<file path="src/rtl/ilo_pkg.sv">
package ilo_pkg;

  localparam int DATA_W = 8;
  localparam int INSN_W = 16;

  typedef enum logic [1:0] {
    PH_DEC  = 2'd0,
    PH_RD   = 2'd1,
    PH_PROC = 2'd2,
    PH_WR   = 2'd3
  } phase_e;

  typedef enum logic [1:0] {
    OP_NOP  = 2'd0,
    OP_ADD  = 2'd1,
    OP_BSET = 2'd2,
    OP_FILL = 2'd3
  } op_e;

  typedef struct packed {
    logic n;
    logic ov;
    logic z;
    logic dc;
    logic c;
  } flags_t;

  typedef struct packed {
    op_e               op;
    logic              to_mem;
    logic [2:0]        bit_sel;
    logic [DATA_W-1:0] ofs;
  } dec_t;

endpackage

</file>
<file path="src/rtl/ilo_phase_seq.sv">
module ilo_phase_seq
  import ilo_pkg::*;
(
  input  logic   clk,
  input  logic   rst_n,
  output phase_e phase_o
);

  phase_e ph_q;
  phase_e ph_d;

  always_comb begin
    ph_d = phase_e'(2'(ph_q) + 2'd1);
  end

  always_ff @(posedge clk or negedge rst_n) begin
    if (!rst_n) ph_q <= PH_DEC;
    else        ph_q <= ph_d;
  end

  assign phase_o = ph_q;

  // the write-back phase is always followed by decode
  p_wrap_to_decode_r1: assert property (@(posedge clk) disable iff (!rst_n)
    (ph_q == PH_WR) |=> (ph_q == PH_DEC));

  // decode is always followed by the read phase
  p_decode_to_read_r1: assert property (@(posedge clk) disable iff (!rst_n)
    (ph_q == PH_DEC) |=> (ph_q == PH_RD));

endmodule

</file>
<file path="src/rtl/ilo_decode.sv">
module ilo_decode
  import ilo_pkg::*;
#(
  parameter int OFS_LIMIT = 96
)(
  input  logic [INSN_W-1:0] instr,
  input  logic              ext_en,
  output dec_t              dec_o
);

  logic ofs_ok;
  logic is_add;
  logic is_bset;
  logic is_fill;

  always_comb begin
    ofs_ok  = (32'(instr[7:0]) < OFS_LIMIT);
    is_add  = (instr[15:10] == 6'b001001) && !instr[8];
    is_bset = (instr[15:12] == 4'b1000)   && !instr[8];
    is_fill = (instr[15:8]  == 8'h68);

    dec_o.to_mem  = 1'b0;
    dec_o.bit_sel = instr[11:9];
    dec_o.ofs     = instr[7:0];
    dec_o.op      = OP_NOP;

    if (ext_en && ofs_ok) begin
      if (is_add) begin
        dec_o.op     = OP_ADD;
        dec_o.to_mem = instr[9];
      end else if (is_bset) begin
        dec_o.op     = OP_BSET;
        dec_o.to_mem = 1'b1;
      end else if (is_fill) begin
        dec_o.op     = OP_FILL;
        dec_o.to_mem = 1'b1;
      end
    end
  end

endmodule

</file>
<file path="src/rtl/ilo_agen.sv">
module ilo_agen
  import ilo_pkg::*;
#(
  parameter int ADDR_W = 12
)(
  input  logic [ADDR_W-1:0] base,
  input  logic [DATA_W-1:0] ofs,
  output logic [ADDR_W-1:0] ea
);

  localparam int PAD_W = ADDR_W - DATA_W;

  logic [ADDR_W-1:0] ofs_ext;

  generate
    if (PAD_W > 0) begin : g_pad
      assign ofs_ext = {{PAD_W{1'b0}}, ofs};
    end else begin : g_trunc
      assign ofs_ext = ofs[ADDR_W-1:0];
    end
  endgenerate

  // modulo 2^ADDR_W by truncation of the sum
  assign ea = base + ofs_ext;

endmodule

</file>
<file path="src/rtl/ilo_alu.sv">
module ilo_alu
  import ilo_pkg::*;
(
  input  op_e               op,
  input  logic [2:0]        bit_sel,
  input  logic [DATA_W-1:0] w_val,
  input  logic [DATA_W-1:0] opnd,
  output logic [DATA_W-1:0] result,
  output flags_t            flags
);

  localparam int LO_W = DATA_W / 2;

  logic [DATA_W-1:0] mask;
  logic [DATA_W:0]   sum_full;
  logic [LO_W:0]     sum_lo;

  genvar gi;
  generate
    for (gi = 0; gi < DATA_W; gi++) begin : g_mask
      assign mask[gi] = (32'(bit_sel) == gi);
    end
  endgenerate

  always_comb begin
    sum_full = {1'b0, w_val} + {1'b0, opnd};
    sum_lo   = {1'b0, w_val[LO_W-1:0]} + {1'b0, opnd[LO_W-1:0]};

    flags.c  = sum_full[DATA_W];
    flags.dc = sum_lo[LO_W];
    flags.n  = sum_full[DATA_W-1];
    flags.z  = (sum_full[DATA_W-1:0] == '0);
    flags.ov = (w_val[DATA_W-1] == opnd[DATA_W-1]) &&
               (sum_full[DATA_W-1] != w_val[DATA_W-1]);

    unique case (op)
      OP_ADD:  result = sum_full[DATA_W-1:0];
      OP_BSET: result = opnd | mask;
      OP_FILL: result = '1;
      default: result = opnd;
    endcase
  end

endmodule

</file>
<file path="src/rtl/ilo_exec_unit.sv">
module ilo_exec_unit
  import ilo_pkg::*;
#(
  parameter int ADDR_W      = 12,
  parameter int OFS_LIMIT   = 96,
  parameter int SYNC_STAGES = 2
)(
  input  logic              clk,
  input  logic              rst_n,
  input  logic [15:0]       instr,
  input  logic              ext_en,
  input  logic [ADDR_W-1:0] frame_ptr,
  output logic [ADDR_W-1:0] mem_addr,
  output logic              mem_re,
  input  logic [7:0]        mem_rdata,
  output logic              mem_we,
  output logic [7:0]        mem_wdata,
  output logic [7:0]        w_reg,
  output logic [4:0]        status,
  output logic [1:0]        phase
);

  // ---------------- reset: async assert, sync release ----------------
  logic rst_s_n;
  logic [SYNC_STAGES-1:0] sync_q;

  generate
    if (SYNC_STAGES == 1) begin : g_sync1
      always_ff @(posedge clk or negedge rst_n) begin
        if (!rst_n) sync_q <= '0;
        else        sync_q <= 1'b1;
      end
    end else begin : g_syncn
      always_ff @(posedge clk or negedge rst_n) begin
        if (!rst_n) sync_q <= '0;
        else        sync_q <= {sync_q[SYNC_STAGES-2:0], 1'b1};
      end
    end
  endgenerate

  assign rst_s_n = sync_q[SYNC_STAGES-1];

  // ---------------- phase sequencer ----------------
  phase_e ph;

  ilo_phase_seq u_seq (
    .clk     (clk),
    .rst_n   (rst_s_n),
    .phase_o (ph)
  );

  logic en_dec, en_rd, en_proc, en_wr;
  assign en_dec  = (ph == PH_DEC);
  assign en_rd   = (ph == PH_RD);
  assign en_proc = (ph == PH_PROC);
  assign en_wr   = (ph == PH_WR);

  // ---------------- decode and address generation ----------------
  dec_t              dec_w, dec_q;
  logic [ADDR_W-1:0] ea_w, ea_q;

  ilo_decode #(.OFS_LIMIT(OFS_LIMIT)) u_dec (
    .instr  (instr),
    .ext_en (ext_en),
    .dec_o  (dec_w)
  );

  ilo_agen #(.ADDR_W(ADDR_W)) u_agen (
    .base (frame_ptr),
    .ofs  (dec_w.ofs),
    .ea   (ea_w)
  );

  // ---------------- data path ----------------
  logic [7:0] w_q, w_d;
  flags_t     flg_q, flg_d;
  logic [7:0] opnd_q, opnd_d;
  logic [7:0] res_q, res_d, res_w;
  flags_t     fs_q, fs_d, fs_w;
  dec_t       dec_d;
  logic [ADDR_W-1:0] ea_d;
  logic       valid_op;
  logic       writes_mem;

  assign valid_op   = (dec_q.op != OP_NOP);
  assign writes_mem = valid_op && dec_q.to_mem;

  ilo_alu u_alu (
    .op      (dec_q.op),
    .bit_sel (dec_q.bit_sel),
    .w_val   (w_q),
    .opnd    (opnd_q),
    .result  (res_w),
    .flags   (fs_w)
  );

  // next-state logic, clock enables per phase
  always_comb begin
    dec_d  = dec_q;
    ea_d   = ea_q;
    opnd_d = opnd_q;
    res_d  = res_q;
    fs_d   = fs_q;
    w_d    = w_q;
    flg_d  = flg_q;

    if (en_dec) begin
      dec_d = dec_w;
      ea_d  = ea_w;
    end
    if (en_rd && valid_op) begin
      opnd_d = mem_rdata;
    end
    if (en_proc) begin
      res_d = res_w;
      fs_d  = fs_w;
    end
    if (en_wr && (dec_q.op == OP_ADD)) begin
      flg_d = fs_q;
      if (!dec_q.to_mem) w_d = res_q;
    end
  end

  always_ff @(posedge clk or negedge rst_s_n) begin
    if (!rst_s_n) begin
      dec_q  <= '0;
      ea_q   <= '0;
      opnd_q <= '0;
      res_q  <= '0;
      fs_q   <= '0;
      w_q    <= '0;
      flg_q  <= '0;
    end else begin
      dec_q  <= dec_d;
      ea_q   <= ea_d;
      opnd_q <= opnd_d;
      res_q  <= res_d;
      fs_q   <= fs_d;
      w_q    <= w_d;
      flg_q  <= flg_d;
    end
  end

  // ---------------- memory port ----------------
  assign mem_re    = en_rd && valid_op;
  assign mem_we    = en_wr && writes_mem;
  assign mem_addr  = (mem_re || mem_we) ? ea_q : '0;
  assign mem_wdata = mem_we ? res_q : '0;

  assign w_reg  = w_q;
  assign status = flg_q;
  assign phase  = ph;

  // ---------------- assertions ----------------
  // stores only happen in the write-back phase
  p_store_in_wb_r12: assert property (@(posedge clk) disable iff (!rst_s_n)
    mem_we |-> (phase == 2'd3));

  // loads only happen in the read phase
  p_load_in_rd_r12: assert property (@(posedge clk) disable iff (!rst_s_n)
    mem_re |-> (phase == 2'd1));

  // W holds its value outside the write-back phase
  p_w_hold_r1: assert property (@(posedge clk) disable iff (!rst_s_n)
    (phase != 2'd3) |=> $stable(w_reg));

  // only the add may touch the flags
  p_flags_hold_r8: assert property (@(posedge clk) disable iff (!rst_s_n)
    ((phase == 2'd3) && (dec_q.op != OP_ADD)) |=> $stable(status));

  // a no-op never touches memory
  p_nop_quiet_r9: assert property (@(posedge clk) disable iff (!rst_s_n)
    (dec_q.op == OP_NOP) |-> (!mem_we && !mem_re));

  // the decoded operation is frozen from read through write-back
  p_dec_frozen_r1: assert property (@(posedge clk) disable iff (!rst_s_n)
    (phase != 2'd0) |=> $stable(dec_q));

endmodule

</file>
<file path="config.mk">
export PLATFORM = sky130hd
export DESIGN_NAME = ilo_exec_unit
export DESIGN_NICKNAME = d
export VERILOG_FILES = /design/src/rtl/ilo_pkg.sv /design/src/rtl/ilo_phase_seq.sv /design/src/rtl/ilo_decode.sv /design/src/rtl/ilo_agen.sv /design/src/rtl/ilo_alu.sv /design/src/rtl/ilo_exec_unit.sv
export SDC_FILE = /design/constraint.sdc
export NUM_CORES = 1
export LEC_CHECK = 0
export ABC_AREA = 1
export BUFFER_PORTS_ARGS = -buffer_cell sky130_fd_sc_hd__clkbuf_2
export CAP_MARGIN = 10
export CORE_MARGIN = 2
export CORE_UTILIZATION = 50
export DETAILED_ROUTE_END_ITERATION = 8
export PLACE_DENSITY = 0.77
export SYNTH_ARGS = -nofsm -noshare
export SYNTH_HDL_FRONTEND = slang
export SYNTH_SLANG_ARGS = --single-unit
</file>
<file path="constraint.sdc">
create_clock -name clk -period 1.8 [get_ports clk]
set_input_delay 0.27 -clock clk [delete_from_list [all_inputs] [get_ports clk]]
set_output_delay 0.27 -clock clk [all_outputs]
set_load 0.005 [all_outputs]
</file>
==> results of run 1 <==
metrics by stage:
stage	area [um2]	power (mW)	setup TNS, ns	instances	setup WS (ns)
floorplan	3490	1.74	0	470	0.113
global placement	3960	1.88	0	621	0.0541
detailed placement	3960	1.89	-0.00345	621	-0.00345
CTS	4130	2.61	-0.169	637	-0.0314
global route	4190	2.76	-1.99	640	-0.138
finish	4190	2.61	0	640	0.000353
metal layers:
| layer | vias up | share of wire |
|---|---|---|
| met5 | - | 0 |
| met4 | 0 | 0.014 |
| met3 | 8 | 0.043 |
| met2 | 85 | 0.49 |
| met1 | 1481 | 0.45 |
| li1 | 1660 | - |
tightest hold or removal path: stages:
cell      delay (ns)
clkbuf_2        0.07
nand2_1         0.04
o21ai_1         0.06
final timing paths:
path                                            startpoint                    end  slack (ns)
worst max-delay path            u_seq.phase_o[1]$_DFF_PN0_           mem_wdata[3]      0.0004
max in group asynchronous              sync_q[1]$_DFF_PN0_  dec_q[13]$_DFFE_PN0N_        1.27
min in group asynchronous              sync_q[1]$_DFF_PN0_    fs_q[2]$_DFFE_PN0N_        0.26
worst min register to register         sync_q[1]$_DFF_PN0_    fs_q[2]$_DFFE_PN0N_        0.26
worst min-delay path                          mem_rdata[2]  opnd_q[2]$_DFFE_PN0P_        0.16
worst max register to register       opnd_q[0]$_DFFE_PN0P_    fs_q[2]$_DFFE_PN0N_        0.04
area by class of cell:
type	count	area, um2	share of cell area
multi-input cells	333	1800	0.430
flip-flops and latches	56	1400	0.335
inverters	71	273	0.0651
clock buffers	8	90.1	0.0215
repair buffers	92	522	0.124
well taps	80	100	0.0239
synth_stat cells:
library cell  count  area (um2)
nand3b_1          3        22.5
nand2_1         163         612
nor2_2            1        6.26
dfrtp_1          56        1400
nor2_8            1        20.0
nand2_2           3        18.8
buf_6             3        33.8
nand4_1           5        31.3
inv_2             3        11.3
conb_1            1        3.75
a21oi_1          11        55.1
inv_1            67         251
a211oi_1          3        22.5
o22ai_1           2        12.5
fa_1              2        40.0
nand3_1          31         155
buf_2             3        15.0
o21bai_1          2        15.0
o21ai_2           8        70.1
a22oi_1           1        7.51
nand2_4           1        11.3
o21ai_4           1        16.3
nor3_4            1        16.3
o21ai_0          20         100
o21ai_1           3        15.0
a31oi_1           2        12.5
clkbuf_1          4        15.0
nor3_1            7        35.0
nor2_4            1        11.3
xor2_1            5        43.8
inv_4             1        6.26
nor2_1           30         113
buf_4             1        7.51
a21o_1            1        7.51
xnor2_1           1        8.76
o221ai_1          1        8.76
ha_1             20         250
nor4_1            1        6.26
repair_timing:
item                                    in CTS  in global routing
gates resized for setup                      7                  9
hold buffers                                 1                  0
endpoints found under the hold margin        2                  0
endpoints found under the setup margin      24                 24
gates cloned                                 1                  0
buffers inserted                             6                  3
pin swaps                                    1                  9
cell families (layout without fill, tap and decap cells):
kind of cell / after synthesis / in the layout / synth area share
simple gates: 248 / 249 / 0.303
compound gates: 55 / 55 / 0.0982
fa+ha+maj: 22 / 22 / 0.0832
flops: 56 / 56 / 0.402
buf+inv: 82 / 171 / 0.0975
xor+xnor: 6 / 6 / 0.0151
other cells: 1 / 1 / 0.00107
power by group through the flow:
stage,registers (mW),logic (mW),clock network [mW]
6_report,1.42,0.471,0.720
4_1_cts,1.41,0.458,0.742
2_1_floorplan,1.43,0.304,0
5_1_grt,1.43,0.545,0.789
3_3_place_gp,1.43,0.444,0
3_5_place_dp,1.44,0.453,0
==> impl_metrics.tcl, run 1 <==
set metrics [dict create \
    hold_path.class "in2reg" \
    slew_viol_final 0 \
    path_cells "ha_1 -> inv_2 -> nor3_4 -> inv_2 -> buf_6 -> nor2_1 -> clkbuf_2" \
    max_stage_delay_ns 0.39 \
    busiest_layer "met2" \
    power.switching_uw 753 \
    combPwrFrac 0.181 \
    overflow 0 \
    worst-path-buf-inv 4 \
    postLayoutCoreUtil 0.620 \
    syn-num-nets 531 \
    r2r_cells 9 \
    intPower_mw 1.85 \
    grt_pass1_wl_um 13900 \
    ir_worst_vdd_mv 0.297 \
    arrival_ns 1.53 \
    outcome "finished clean" \
    final_common_cell "nand2_1" \
    cts-root-buf "clkbuf_8" \
    cp-end-kind "output pin" \
    gr-usage-met1 0.298 \
    max_freq_mhz 556 \
    maxCapViolations 0 \
    seqPwrFrac 0.543 \
    vias 3234 \
    synth_cell_types 38 \
    drc_errors 0 \
    die_w_um 87.5 \
    port_buffers 75 \
    cpLargestDelayFamily "buffers and inverters" \
    coreArea_mm2 0.00676 \
    grt_antenna_before_repair 0 \
    rows 30 \
    start_util 0.516 \
    ys_seq_elements 56 \
    cts.sinks 56 \
    switching_share 0.289 \
    pwr-share-clk 0.276 \
    timing.hold.ws_ns 0.156 \
    crit_type "reg2out" \
    gp_congestion 0.899 \
    clock_path_buffers 2 \
    largest_register_ffs 12 \
    layout_common_cells "161 x nand2_1, 75 x clkbuf_2, 65 x inv_1" \
    required_ns 1.53 \
    netlist_area_mm2 0.00349 \
    area_growth_pct 20.1 \
    htree_levels 2 \
    n_fill_cell 636 \
    crit_cells 7 \
    syn_avg_cell_area_um2 7.42 \
    grtUsageMet3 0.0349 \
    drtPass1Iterations 4 \
    drtIter0Drc 206 \
    cp_slowest_cell "dfrtp_1" \
    timing.critical_path.mode_cell "inv_2" \
    routedWlPerCell_um 12.9 \
    cts_tree "built" \
    routed_via_density 5.05 \
    drive_gt1_frac 0.238 \
    ys_seq_area_frac 0.402 \
    grt_util_all_layers 0.232 \
    finClkSkew_ns 0.0159 \
    p_leak_nw 2.44 \
    dieArea_mm2 0.00766 \
    whs_path_depth 3 \
    cp_max_fo 8 \
    finalSetupViolations 0 \
    grtUsageMet2 0.406 \
    ant_nets 0 \
    nets 620 \
    p_per_area_mw_per_mm2 622 \
    period_needed_ns 1.80 \
    grt_pass1_vias 3070 \
    cts.clk_slew.worst_paths_ns 0.11 \
    crit_path_start_kind "register" \
    rsz0062_at_grt "true" \
    period_share 1.00 \
    routed_wl_um 8290 \
    numCtsBuffers 5 \
    grt_max_degree 55 \
    top_register "ea_q" \
    diodes 0 \
    synthCells 470 \
    place_hpwl_um 6270 \
    clk_latency_ns 0.32 \
    hold_viol_final 0 \
    die_y_um 87.5 \
    synth_warnings 0 \
    io_pins 76 \
]
Note: power is estimated with default switching activity, not from simulation.
==> inputs of run 2 (changes only) <==
- ABC_CLOCK_PERIOD_IN_PS: unset -> 1800
- BUFFER_PORTS_ARGS: -buffer_cell sky130_fd_sc_hd__clkbuf_2 -> -buffer_cell sky130_fd_sc_hd__buf_2
- CORE_MARGIN: 2 -> unset
==> impl_metrics.tcl, run 2 (synthesized netlist as in run 1, its figures left out) <==
set metrics [dict create \
    slew_viol_final 0 \
    cpLargestDelayFamily "buffers and inverters" \
    instances_no_fill 642 \
    period_needed_ns 1.82 \
    gr-usage-met1 0.289 \
    p_total_mw 2.73 \
    max_freq_mhz 551 \
    multi_input_area_mm2 0.00182 \
    ant_nets 0 \
    grt_antenna_before_repair 0 \
    routed_wl_um 8050 \
    numCtsBuffers 5 \
    finClkSkew_ns 0.00804 \
    power.switching_uw 774 \
    grtUsageMet3 0.0337 \
    final_common_cell "nand2_1" \
    required_ns 1.53 \
    top_register "ea_q" \
    clock_path_buffers 2 \
    area_growth_pct 22.4 \
    overflow 0 \
    port_buffers 75 \
    layout_common_cells "158 x nand2_1, 72 x buf_2, 61 x inv_1" \
    outcome "complete, but fails checks" \
    rows 30 \
    maxCapViolations 0 \
    die_w_um 85.5 \
    p_per_area_mw_per_mm2 639 \
    cp_slowest_cell "dfrtp_1" \
    drtPass1Iterations 7 \
    violations "DRC, setup timing" \
    max_stage_delay_ns 0.39 \
    drtIter0Drc 117 \
    drc_errors 1 \
    start_util 0.516 \
    p_leak_nw 2.49 \
    grt_pass1_wl_um 13500 \
    routedWlPerCell_um 12.5 \
    finalSetupViolations 6 \
    cp-end-kind "output pin" \
    pwr-share-clk 0.311 \
    crit_path_start_kind "register" \
    grt_pass1_vias 3096 \
    combPwrFrac 0.171 \
    arrival_ns 1.55 \
    drive_gt1_frac 0.258 \
    gp_congestion 0.888 \
    largest_register_ffs 12 \
    intPower_mw 1.96 \
    crit_type "reg2out" \
    worst_slack_ns -0.0158 \
    die_y_um 85.5 \
    vias 3229 \
    grt_util_all_layers 0.232 \
    cts.clk_slew.worst_paths_ns 0.10 \
    worst-path-buf-inv 4 \
    grt_max_degree 55 \
    cp_max_fo 7 \
    nets 622 \
    busiest_layer "met2" \
    dieArea_mm2 0.00732 \
    hold_viol_final 0 \
    htree_levels 2 \
    ir_worst_vdd_mv 0.407 \
    tns_ns -0.0652 \
    path_cells "ha_2 -> inv_2 -> nor3_4 -> inv_4 -> buf_6 -> nor2_1 -> buf_2" \
    hold_path.class "in2reg" \
    cts-root-buf "clkbuf_8" \
    io_pins 76 \
    diodes 0 \
    period_share 1.01 \
    cts_tree "built" \
    routed_via_density 5.03 \
    seqPwrFrac 0.518 \
    switching_share 0.283 \
    clk_latency_ns 0.31 \
    grtUsageMet2 0.425 \
    n_fill_cell 597 \
    regArea_mm2 0.00140 \
    coreArea_mm2 0.00676 \
    place_hpwl_um 6150 \
    cts.sinks 56 \
    rsz0062_at_grt "true" \
    dp.cells 626 \
]
run 2: cell types whose count changed in the layout (fill, tap and decap cells not counted), moves of 3 or more:
cell	delta
buf_2	+72
buf_6	+4
clkbuf_2	-75
inv_1	-4
inv_2	+4
nand2_1	-3
run 2: power by group through the flow:
stage / clock network, mW / registers, mW / logic, mW
6_report: 0.849 / 1.42 / 0.466
5_1_grt: 0.919 / 1.43 / 0.539
4_1_cts: 0.868 / 1.41 / 0.456
3_5_place_dp: 0 / 1.44 / 0.452
3_3_place_gp: 0 / 1.43 / 0.438
2_1_floorplan: 0 / 1.43 / 0.304
run 2: path summary, 6_finish.rpt:
path,from,endpoint,slack (ns),depth (start not counted)
max,u_seq.phase_o[1]$_DFF_PN0_,mem_wdata[1],-0.02,7
min,mem_rdata[7],opnd_q[7]$_DFFE_PN0P_,0.15,3
max reg2reg,w_reg[0]$_DFFE_PN0P_,fs_q[2]$_DFFE_PN0N_,0.08,8
min reg2reg,sync_q[1]$_DFF_PN0_,w_reg[4]$_DFFE_PN0P_,0.27,1
max in group asynchronous,sync_q[1]$_DFF_PN0_,dec_q[12]$_DFFE_PN0N_,1.28,1
min in group asynchronous,rst_n,sync_q[0]$_DFF_PN0_,0.25,2
run 2: timing repair:
item | in CTS | in global routing
setup buffers | 3 | 3
cloned | 1 | 0
endpoints found under the setup margin | 21 | 26
endpoints found under the hold margin | 2 | 0
pin swaps | 2 | 2
hold buffers | 1 | 0
gates resized for setup | 10 | 22
run 2: final cells by class:
type                       instances  area share
multi-input combinational        333       0.426
clock inverter                     3      0.0111
sequential                        56       0.329
clock buffer                       5      0.0161
timing repair buffer              94       0.131
tap                               80      0.0234
inverter                          71      0.0635
run 2: metrics by stage:
| step | worst slack (ns) | hold WS (ns) | utilization | instance area [um2] |
|---|---|---|---|---|
| floorplan | 0.113 | -0.0256 | - | 3490 |
| global placement | 0.0597 | 0.0544 | 0.592 | 4000 |
| detailed placement | 0.0134 | 0.0568 | 0.592 | 4000 |
| CTS | -0.0294 | 0.144 | 0.619 | 4180 |
| global route | -0.159 | 0.152 | 0.632 | 4270 |
| finish | -0.0158 | 0.150 | 0.632 | 4270 |
run 2: worst register-to-register path: stages, from the launching register on:
cell,delay (ns)
dfrtp_1,0.43
ha_4,0.18
fa_2,0.37
xor2_1,0.20
nor2_1,0.13
nand3_1,0.10
nor2_1,0.12
nand3_1,0.08
nand2_1,0.06
run 2: metal layers:
layer | wire length [um] | vias up
met5 | 0 | -
met4 | 89 | 0
met2 | 4100 | 91
met1 | 3530 | 1466
met3 | 335 | 8
li1 | - | 1664
==> inputs of run 3 (changes only) <==
- ABC_AREA: 1 -> 0
- CORE_UTILIZATION: 50 -> 49
- TNS_END_PERCENT: unset -> 1
==> impl_metrics.tcl, run 3 <==
set metrics [dict create \
    grt_pass1_vias 2799 \
    cts-root-buf "clkbuf_8" \
    netlist_area_mm2 0.00320 \
    routed_wl_um 7870 \
    nets 487 \
    synth_area_leaders "dfrtp_1 44%, ha_1 7.8%, mux2_1 5.3%" \
    diodes 0 \
    syn-num-nets 369 \
    async_flop_share 1.00 \
    vias 2814 \
    path_cells "ha_2 -> fa_2 -> xor2_1 -> or4_1 -> or4_4 -> o32ai_2" \
    rsz0062_at_grt "true" \
    synthCells 308 \
    combPwrFrac 0.181 \
    grt_antenna_before_repair 0 \
    die_w_um 82.8 \
    max-slew-margin-rel 0.619 \
    slew_viol_final 0 \
    outcome "complete, but fails checks" \
    synth_top_area_frac 0.438 \
    largest_register_ffs 12 \
    synth_cell_types 48 \
    p_leak_nw 2.13 \
    area_growth_pct 31.4 \
    cpLargestDelayFamily "simple AND/OR/NAND/NOR gates" \
    routedWlPerCell_um 15.6 \
    overflow 0 \
    pwr-share-clk 0.276 \
    hold_path.class "in2reg" \
    drive_gt1_frac 0.396 \
    power.switching_uw 704 \
    clk_latency_ns 0.31 \
    top_register "ea_q" \
    worst_slack_ns -0.539 \
    yosysMostFrequentCell "dfrtp_1" \
    violations "setup timing" \
    htree_levels 2 \
    n_fill_cell 512 \
    port_buffers 75 \
    finClkSkew_ns 0.00688 \
    period_needed_ns 2.34 \
    ir_worst_vdd_mv 0.455 \
    cp-end-kind "register" \
    numCtsBuffers 5 \
    syn_avg_cell_area_um2 10.4 \
    finalSetupViolations 27 \
    cts.sinks 56 \
    synth_common_cells "56 x dfrtp_1, 25 x nand2_1, 20 x and2_1, 20 x ha_1" \
    synth_warnings 0 \
    gp_congestion 0.874 \
    place_hpwl_um 5750 \
    hold_viol_final 0 \
    switching_share 0.269 \
    ys.flop_type "dfrtp_1" \
    coreArea_mm2 0.00631 \
    required_ns 2.02 \
    maxCapViolations 0 \
    yosys.area.top_type "dfrtp_1" \
    cts.clk_slew.worst_paths_ns 0.10 \
    cp_max_fo 2 \
    io_pins 76 \
    dieArea_mm2 0.00686 \
    grt_util_all_layers 0.232 \
    p_per_area_mw_per_mm2 622 \
    start_util 0.507 \
    rows 29 \
    grt_max_degree 34 \
    cp_slowest_cell "or4_4" \
    die_y_um 82.8 \
    synth-edff-count 0 \
    tns_ns -2.74 \
    clock_path_buffers 2 \
    worstMarginPinSlew_ns 0.570 \
    drtPass1Iterations 4 \
    worst-path-buf-inv 0 \
    ys_seq_area_frac 0.438 \
    arrival_ns 2.56 \
    routed_via_density 5.58 \
    max_stage_delay_ns 0.43 \
    layout_common_cells "75 x buf_2, 55 x dfrtp_1, 42 x buf_4" \
    dpl_cell_area_mm2 0.00398 \
    ant_nets 0 \
    max_freq_mhz 427 \
    period_share 1.30 \
    crit_type "reg2reg" \
    timing.hold.ws_ns 0.170 \
    intPower_mw 1.91 \
    seqPwrFrac 0.543 \
    drc_errors 0 \
    ys_seq_elements 56 \
    drtIter0Drc 105 \
    cts_tree "built" \
    postLayoutCoreUtil 0.666 \
    final_common_cell "buf_2" \
    grt_pass1_wl_um 12900 \
    fin_area_mm2 0.00421 \
    crit_path_start_kind "register" \
]
==> run 3: layout make-up <==
type | count | area (um2) | share of cell area
Sequential cell | 56 | 1400 | 0.333
Tap cell | 77 | 96.3 | 0.0229
Multi-Input combinational cell | 229 | 1830 | 0.435
Clock inverter | 1 | 7.51 | 0.00178
Timing Repair Buffer | 120 | 732 | 0.174
Inverter | 14 | 52.6 | 0.0125
Clock buffer | 7 | 86.3 | 0.0205
==> run 3: what timing repair did <==
| action | in CTS | in global routing |
|---|---|---|
| buffers inserted | 1 | 0 |
| endpoints found under the hold margin | 2 | 0 |
| pin swaps | 6 | 3 |
| hold buffers | 1 | 0 |
| resized for setup | 10 | 13 |
| setup endpoints to repair | 30 | 30 |
==> run 3: cells by family after synthesis <==
| family | after synthesis | synth area share |
|---|---|---|
| xor+xnor | 13 | 0.0356 |
| compound gates | 62 | 0.129 |
| other cells | 1 | 0.00117 |
| mux | 33 | 0.115 |
| simple gates | 98 | 0.163 |
| flops | 56 | 0.438 |
| buf+inv | 23 | 0.0274 |
| fa+ha+maj | 22 | 0.0907 |
==> run 3: final timing paths <==
| path | from | endpoint | slack, ns | cells past startpoint |
|---|---|---|---|---|
| setup / recovery | opnd_q[0]$_DFFE_PN0P_ | fs_q[2]$_DFFE_PN0N_ | -0.54 | 6 |
| hold / removal | mem_rdata[6] | opnd_q[6]$_DFFE_PN0P_ | 0.17 | 2 |
| setup reg to reg | opnd_q[0]$_DFFE_PN0P_ | fs_q[2]$_DFFE_PN0N_ | -0.54 | 6 |
| hold reg to reg | sync_q[1]$_DFF_PN0_ | status[3]$_DFFE_PN0P_ | 0.25 | 0 |
| max in group asynchronous | sync_q[1]$_DFF_PN0_ | dec_q[12]$_DFFE_PN0N_ | 0.99 | 1 |
| min in group asynchronous | sync_q[1]$_DFF_PN0_ | status[3]$_DFFE_PN0P_ | 0.25 | 0 |
==> run 3: worst register-to-register path, stage by stage (launching register included) <==
cell and delay, ns:
dfrtp_1 0.40, ha_2 0.20, fa_2 0.38, xor2_1 0.19
or4_1 0.42, or4_4 0.43, o32ai_2 0.25
==> run 3: routing by layer <==
metal / share of wire / global-route usage / vias up
li1: - / - / 1341
met1: 0.42 / 0.292 / 1335
met2: 0.50 / 0.404 / 123
met3: 0.056 / 0.0427 / 15
met4: 0.020 / 0.0752 / 0
met5: 0 / 0 / -
==> run 3: power by group through the flow <==
stage | clock network (mW) | registers (mW) | logic [mW]
after floorplan | 0 | 1.43 | 0.254
after global placement | 0 | 1.43 | 0.420
after detailed placement | 0 | 1.44 | 0.440
after CTS | 0.728 | 1.42 | 0.458
after global routing | 0.775 | 1.43 | 0.522
final | 0.722 | 1.42 | 0.475
==> run 3: stage by stage <==
step,worst slack [ns],cells,total power [mW]
floorplan,-0.430,308,1.68
global placement,-0.446,494,1.85
detailed placement,-0.498,494,1.88
CTS,-0.524,504,2.60
global route,-0.600,504,2.73
finish,-0.539,504,2.62
